`src/rtl/rxchk_shifter.sv`:
```
module rxchk_shifter #(
  parameter int DATA_W = 16,
  parameter int LEN_W  = 4,
  parameter int CNT_W  = 5
) (
  input  logic              clk,
  input  logic              rst_n,
  input  logic              start,
  input  logic [LEN_W-1:0]  len_field,
  input  logic              lsb_first,
  input  logic              par_en,
  input  logic              par_odd,
  input  logic              smp_stb,
  input  logic              rx_line,
  output logic              busy,
  output logic              acc_stb,
  output logic              par_stb,
  output logic              fin_stb,
  output logic              par_odd_q,
  output logic [CNT_W-1:0]  word_len,
  output logic [DATA_W-1:0] word_data
);
  logic              busy_q, lsb_q, par_q;
  logic [CNT_W-1:0]  cnt_q, len_q, last_idx;
  logic [DATA_W-1:0] sh_q;
  logic              data_stb;

  function automatic logic [CNT_W-1:0] eff_len(input logic [LEN_W-1:0] f);
    logic [CNT_W-1:0] r;
    r = CNT_W'(f) + CNT_W'(1);
    if (f == '0) r = CNT_W'(2);
    return r;
  endfunction

  function automatic logic [DATA_W-1:0] place_bit(input logic [DATA_W-1:0] cur,
                                                  input logic b,
                                                  input logic [CNT_W-1:0] idx,
                                                  input logic lsb);
    logic [DATA_W-1:0] r;
    if (lsb) r = cur | (DATA_W'(b) << idx);
    else     r = {cur[DATA_W-2:0], b};
    return r;
  endfunction

  assign acc_stb   = busy_q && smp_stb && !start;
  assign data_stb  = acc_stb && (cnt_q < len_q);
  assign par_stb   = acc_stb && par_q && (cnt_q == len_q);
  assign last_idx  = len_q + CNT_W'(par_q) - CNT_W'(1);
  assign fin_stb   = acc_stb && (cnt_q == last_idx);
  assign word_data = data_stb ? place_bit(sh_q, rx_line, cnt_q, lsb_q) : sh_q;
  assign busy      = busy_q;
  assign word_len  = len_q;
  assign par_odd_q = par_q ? par_odd_l : 1'b0;

  logic par_odd_l;

  always_ff @(posedge clk or negedge rst_n) begin
    if (!rst_n) begin
      busy_q    <= 1'b0;
      lsb_q     <= 1'b0;
      par_q     <= 1'b0;
      par_odd_l <= 1'b0;
      cnt_q     <= '0;
      len_q     <= CNT_W'(2);
      sh_q      <= '0;
    end else if (start) begin
      busy_q    <= 1'b1;
      lsb_q     <= lsb_first;
      par_q     <= par_en;
      par_odd_l <= par_odd;
      cnt_q     <= '0;
      len_q     <= eff_len(len_field);
      sh_q      <= '0;
    end else if (acc_stb) begin
      sh_q  <= word_data;
      cnt_q <= cnt_q + CNT_W'(1);
      if (fin_stb) busy_q <= 1'b0;
    end
  end

  AST_IDLE_NO_SHIFT: assert property (@(posedge clk) disable iff (!rst_n)
    (!busy_q && !start) |=> $stable(sh_q));
  AST_COUNT_BOUND: assert property (@(posedge clk) disable iff (!rst_n)
    busy_q |-> (cnt_q <= last_idx));
endmodule

```
`config.mk`:
```
export PLATFORM = sky130hd
export DESIGN_NAME = rxchk_shifter
export DESIGN_NICKNAME = d
export VERILOG_FILES = /design/src/rtl/rxchk_shifter.sv
export SDC_FILE = /design/constraint.sdc
export NUM_CORES = 1
export LEC_CHECK = 0
export CAP_MARGIN = 15
export CELL_PAD_IN_SITES_DETAIL_PLACEMENT = 1
export CELL_PAD_IN_SITES_GLOBAL_PLACEMENT = 2
export CORE_MARGIN = 2
export CORE_UTILIZATION = 34
export CTS_CLUSTER_SIZE = 12
export DETAILED_ROUTE_END_ITERATION = 7
export GPL_TIMING_DRIVEN = 1
export MAX_ROUTING_LAYER = met4
export PLACE_DENSITY = 0.86
export SYNTH_ARGS = -nofsm -noshare
export SYNTH_HDL_FRONTEND = slang
export SYNTH_SLANG_ARGS = --single-unit
```
`constraint.sdc`:
```
create_clock -name clk -period 3.4 [get_ports clk]
set_clock_uncertainty 0.15 [all_clocks]
set_input_delay 0.68 -clock clk [delete_from_list [all_inputs] [get_ports clk]]
set_output_delay 0.68 -clock clk [all_outputs]
set_load 0.03 [all_outputs]
```
# Yosys cells after proc, flatten, opt, wreduce, memory -nomap -nowiden
# Cells that the tools add are included.
# op_classes
eq_ne,2
n_addsub,4
reduce_logical,11
bitwise,1
muxes,11
n_shift,1
order_cmp,1
# ops
operator,n
2-to-1 mux 16 bit,4
OR 16 bit,1
<< shifter 1 x 5 -> 16 bit,1
2-to-1 mux 5 bit,3
== test 5 bit,2
logical AND 1 bit,6
"adder 4 x 1 -> 5 bit, second input constant",1
adder 5 x 1 -> 5 bit,1
"adder 5 x 1 -> 5 bit, second input constant",1
less-than comparator 5 bit,1
"subtractor 5 x 1 -> 5 bit, second input constant",1
zero test 4 bit,1
2-to-1 mux 1 bit,4
nonzero test 2 bit,2
AND reduction 2 bit,1
zero test 1 bit,1
# word_totals
in_bits,12
register_bits,30
elab_cells,38

# Longest topological paths before layout
# depth
ltp_word,7
mapped_depth,8

# Least setup slack after synthesis
# Ideal clock, no wire load.
# synth_timing
path_kind,flip-flop to output port
from,register len_q[0] (netlist: word_len[0])
to,output port fin_stb
arrival_ps,2305
required_time_ps,2570
path_buffers,0
slack_ps,265
path_stages_with_launch,8
path_cell_list,dfrtp_1 inv_1 ha_1 ha_1 nor2b_1 o21a_1 o31a_1 nor3_1
# synth_between
elab_chain_cells,4
# synth_rtl
item,line_no,text
start: declaration,24,"logic [CNT_W-1:0] cnt_q, len_q, last_idx;"
start signal: assignment,72,len_q <= eff_len(len_field);
adder 5 x 1 -> 5 bit,48,assign last_idx = len_q + CNT_W'(par_q) - CNT_W'(1);
subtractor 5 x 1 -> 5 bit,48,
== test 5 bit,49,assign fin_stb = acc_stb && (cnt_q == last_idx);
logical AND 1 bit,49,
end: declaration,18,"output logic fin_stb,"
# No other way between the ends.

# Worst setup path in the final report
# layout_timing
from,register len_q[1] (netlist: word_len[1])
to,output port word_data[15]
# layout_between
elab_chain_cells,3
# layout_rtl
item,line_no,text
less-than comparator 5 bit,46,assign data_stb = acc_stb && (cnt_q < len_q);
logical AND 1 bit,46,
2-to-1 mux 16 bit,50,"assign word_data = data_stb ? place_bit(sh_q, rx_line, cnt_q, lsb_q) : sh_q;"
end: declaration,21,output logic [DATA_W-1:0] word_data
# No other way between the ends.

==> summary.md <==
| Metric | Value |
|---|---|
| Total power | 1.09 mW |
| CTS root buf | clkbuf_8 |
| Leakage power | 1.08 nW |
| # DRC | 0 |
| Post-synthesis sequential area ratio | 35.4% |
| Slew margin rel. | 31.2% |
| Critical path class | flop to output port |
| Final min period | roughly 3.2 ns |
| Area growth, synth to finish | 23.8% |
| Gpl congestion | 0.785 |
| Final ANT Viol Nets | 0 |
| CTS clk-pin slew, worst paths | 0.07 ns |
| Initial DRT Pass Iterations | 4 |
| Min-delay worst type | flop to flop |
| Initial core utilization | 35.5% |
| Vias per cell | 5.61 |
| H-tree levels | 2 |
| Mapped Nets | ~270 |
| MaxCap Viol Count | 0 |
| DRT iter0 DRCs | 85 |
| Slowest CP cell | dfstp_2 |
| Mapped cell area | 0.00213 sq mm |
| Fin. Hold Viols | 0 |
| CTS Buf Count | 5 |
| GRT Util Overall | 19.4% |
| Post-CTS sizing | 0 |
| Final worst-path cycle share | a little over nine tenths |
| Mapped Cells | between 200 and 300 |
| Layout cells sized above 1 | 16.9% |
| Clk sinks | 30 |
| Antenna violations before repair | 0 |
| GRT overflow | 0 |
| Crit path capture type | output port |
| Worst Path Max Fanout | 16 |
| DIE AREA | roughly 0.007 sq mm |
| Drt wl/cell | 16.7 um |
| Port bufs | 37 |
| CP cell instances | inv_1 > ha_1 > nand4_1 > or2_2 > a31oi_1 > a21oi_1 > buf_4 |
| Post-CTS Setup Repair Bufs | 0 |
| Nets | 311 |
| TNS Setup | 0 ns |
| Final setup vio count | 0 |
| Worst Max-Slew Pin Slew | 1.03 ns |
| Dpl ws | about 0.24 ns |
| Slew Viols, Final | 0 |
| Critical Path RT | 2.57 ns |
| Core ar. | about 0.0060 sq mm |
| PnR worst setup slack | 0.157 ns |
| Pwr/cell area | 413 mW/mm^2 |
| CTS tree | done |
| Synthesis Warnings | 0 |
| Largest net degree at the start of global routing | 35 |
| Commonest cells after routing, fill and taps aside | dfrtp_1 (29), buf_4 (28), inv_1 (26) |
| Syn Area/Cell | 8.44 sq um |
| RSZ-0062 raised after global routing | false |
| Post-Route WL | 6.11 mm |
| Final cell count without fillers | 365 |
| CTS Hold Bufs | 0 |
| VDD IR-drop max | 0.000149 V |
| Startpoint types | flop |
| HPWL after detailed placement | 4.39 mm |
| Most common cell after layout, fill and taps aside | dfrtp_1 |
| First-pass GRT wire length | 10.6 mm |
| CTS Buffer Depth | 2 |
| Worst skew pair latency | between 0.2 and 0.3 ns |
| Ports | 38 |
| Vias in the first global route | between 2000 and 2500 |
| Placed insts | 357 |
| Ant. Diodes | 0 |
| Die W | 83.1 um |
| Max incr delay on CP | approximately 0.53 ns |
| Fmax | ~0.31 GHz |
| DR vias | a little over 2000 |
| Yosys cell types | 42 |
| Status | finished clean |
| Rows | 28 |
| Seq cells post-synth | 30 |
| Worst EP arrival | 2.41 ns |
| Die H | just over 80 um |
-- state kept, by name (all words and copies together) (netlist names) --
| name | cells |
|---|---|
| busy | 1 |
| par_odd_l | 1 |
| sh_q | 16 |
| word_len | 5 |
| par_q | 1 |
| lsb_q | 1 |
| cnt_q | 5 |
-- cell usage after synthesis (all sizes together) --
library cell	number	area share, %
mux2	3	1.6
nand3	2	0.47
dfstp	1	1.2
clkbuf	7	1.2
nand3b	1	0.35
dfrtp	29	34
buf	10	3.5
o31a	1	0.41
and3	1	0.29
a31oi	16	4.7
a211oi	1	0.35
o41ai	16	6.6
a21oi	21	5.1
nand4b	1	0.41
o211a	1	0.82
o211ai	1	1.0
xor2	6	2.5
and3b	1	0.41
o21ai	36	8.5
or2	2	0.59
nor2	9	1.7
or4b	1	0.65
ha	10	5.9
nand2	25	4.4
nor3	3	1.2
and2	2	0.59
o21a	1	0.35
inv	26	4.6
nand4bb	2	1.1
nor2b	2	0.59
nand2b	3	0.88
xnor2	4	1.6
o22ai	1	0.29
o32a	1	0.47
nand4	5	1.5
-- through the flow --
step	area [sq um]	util, %	hold slack (ns)
2_1_floorplan	2130	-	0.234
3_3_place_gp	2510	41.9	0.325
3_5_place_dp	2520	42.1	0.334
4_1_cts	2630	43.9	0.355
5_1_grt	2630	43.9	0.366
6_report	2630	43.9	0.349
-- worst max-delay path: cells and delay by family, from the launching register on --
kind / cells / cell delay, ns
adder cells (fa/ha/maj): 1 / 0.29
AO/OA/AOI/OAI: 2 / 0.39
flip-flops: 1 / 0.53
buffers and inverters: 2 / 0.26
AND/OR/NAND/NOR: 2 / 0.64
-- area by class of cell --
cell class	instances	area (sq um)
Clock buffer	8	110
Multi-Input combinational cell	179	1180
Fill cell	750	3360
Tap cell	75	93.8
Inverter	26	97.6
Sequential cell	30	752
Timing Repair Buffer	47	402
-- report_power, final --
group,internal (mW),switching [mW]
combinational,0.126,0.193
sequential,0.379,0.0380
clock,0.205,0.146
-- worst paths after layout --
path                            slack (ns)             to   startpoint  depth (start not counted)
worst max-delay path                  0.16  word_data[15]  word_len[1]                          7
worst min-delay path                  0.35      par_odd_l    par_odd_l                          1
worst max register to register        1.10       sh_q[15]  word_len[1]                          6
worst min register to register        0.35      par_odd_l    par_odd_l                          1
max in group asynchronous             2.12    word_len[1]        rst_n                          2
min in group asynchronous             0.65       sh_q[11]        rst_n                          2
-- layer usage --
metal | global-route usage [%] | vias to the layer above | routed length, um
met4 | 7.00 | 0 | 76
li1 | - | 983 | -
met2 | 30.8 | 43 | 2970
met1 | 24.2 | 1016 | 2840
met3 | 4.37 | 6 | 221
met5 | - | - | 0
-- kinds of logic (layout without fill, tap and decap cells) --
group                      count (synthesis)  in the layout  synth area share [%]
DFF                                       30             30                  35.4
xor gates and xnor gates                  10             10                  4.12
adders and majority gates                 10             10                  5.89
and+or+nand+nor                           60             60                  15.1
buffers and inverters                     43             81                  9.30
muxes                                      3              3                  1.59
AOI/OAI and AO/OA                         96             96                  28.6
No activity file was read; power rests on OpenSTA's default activity.
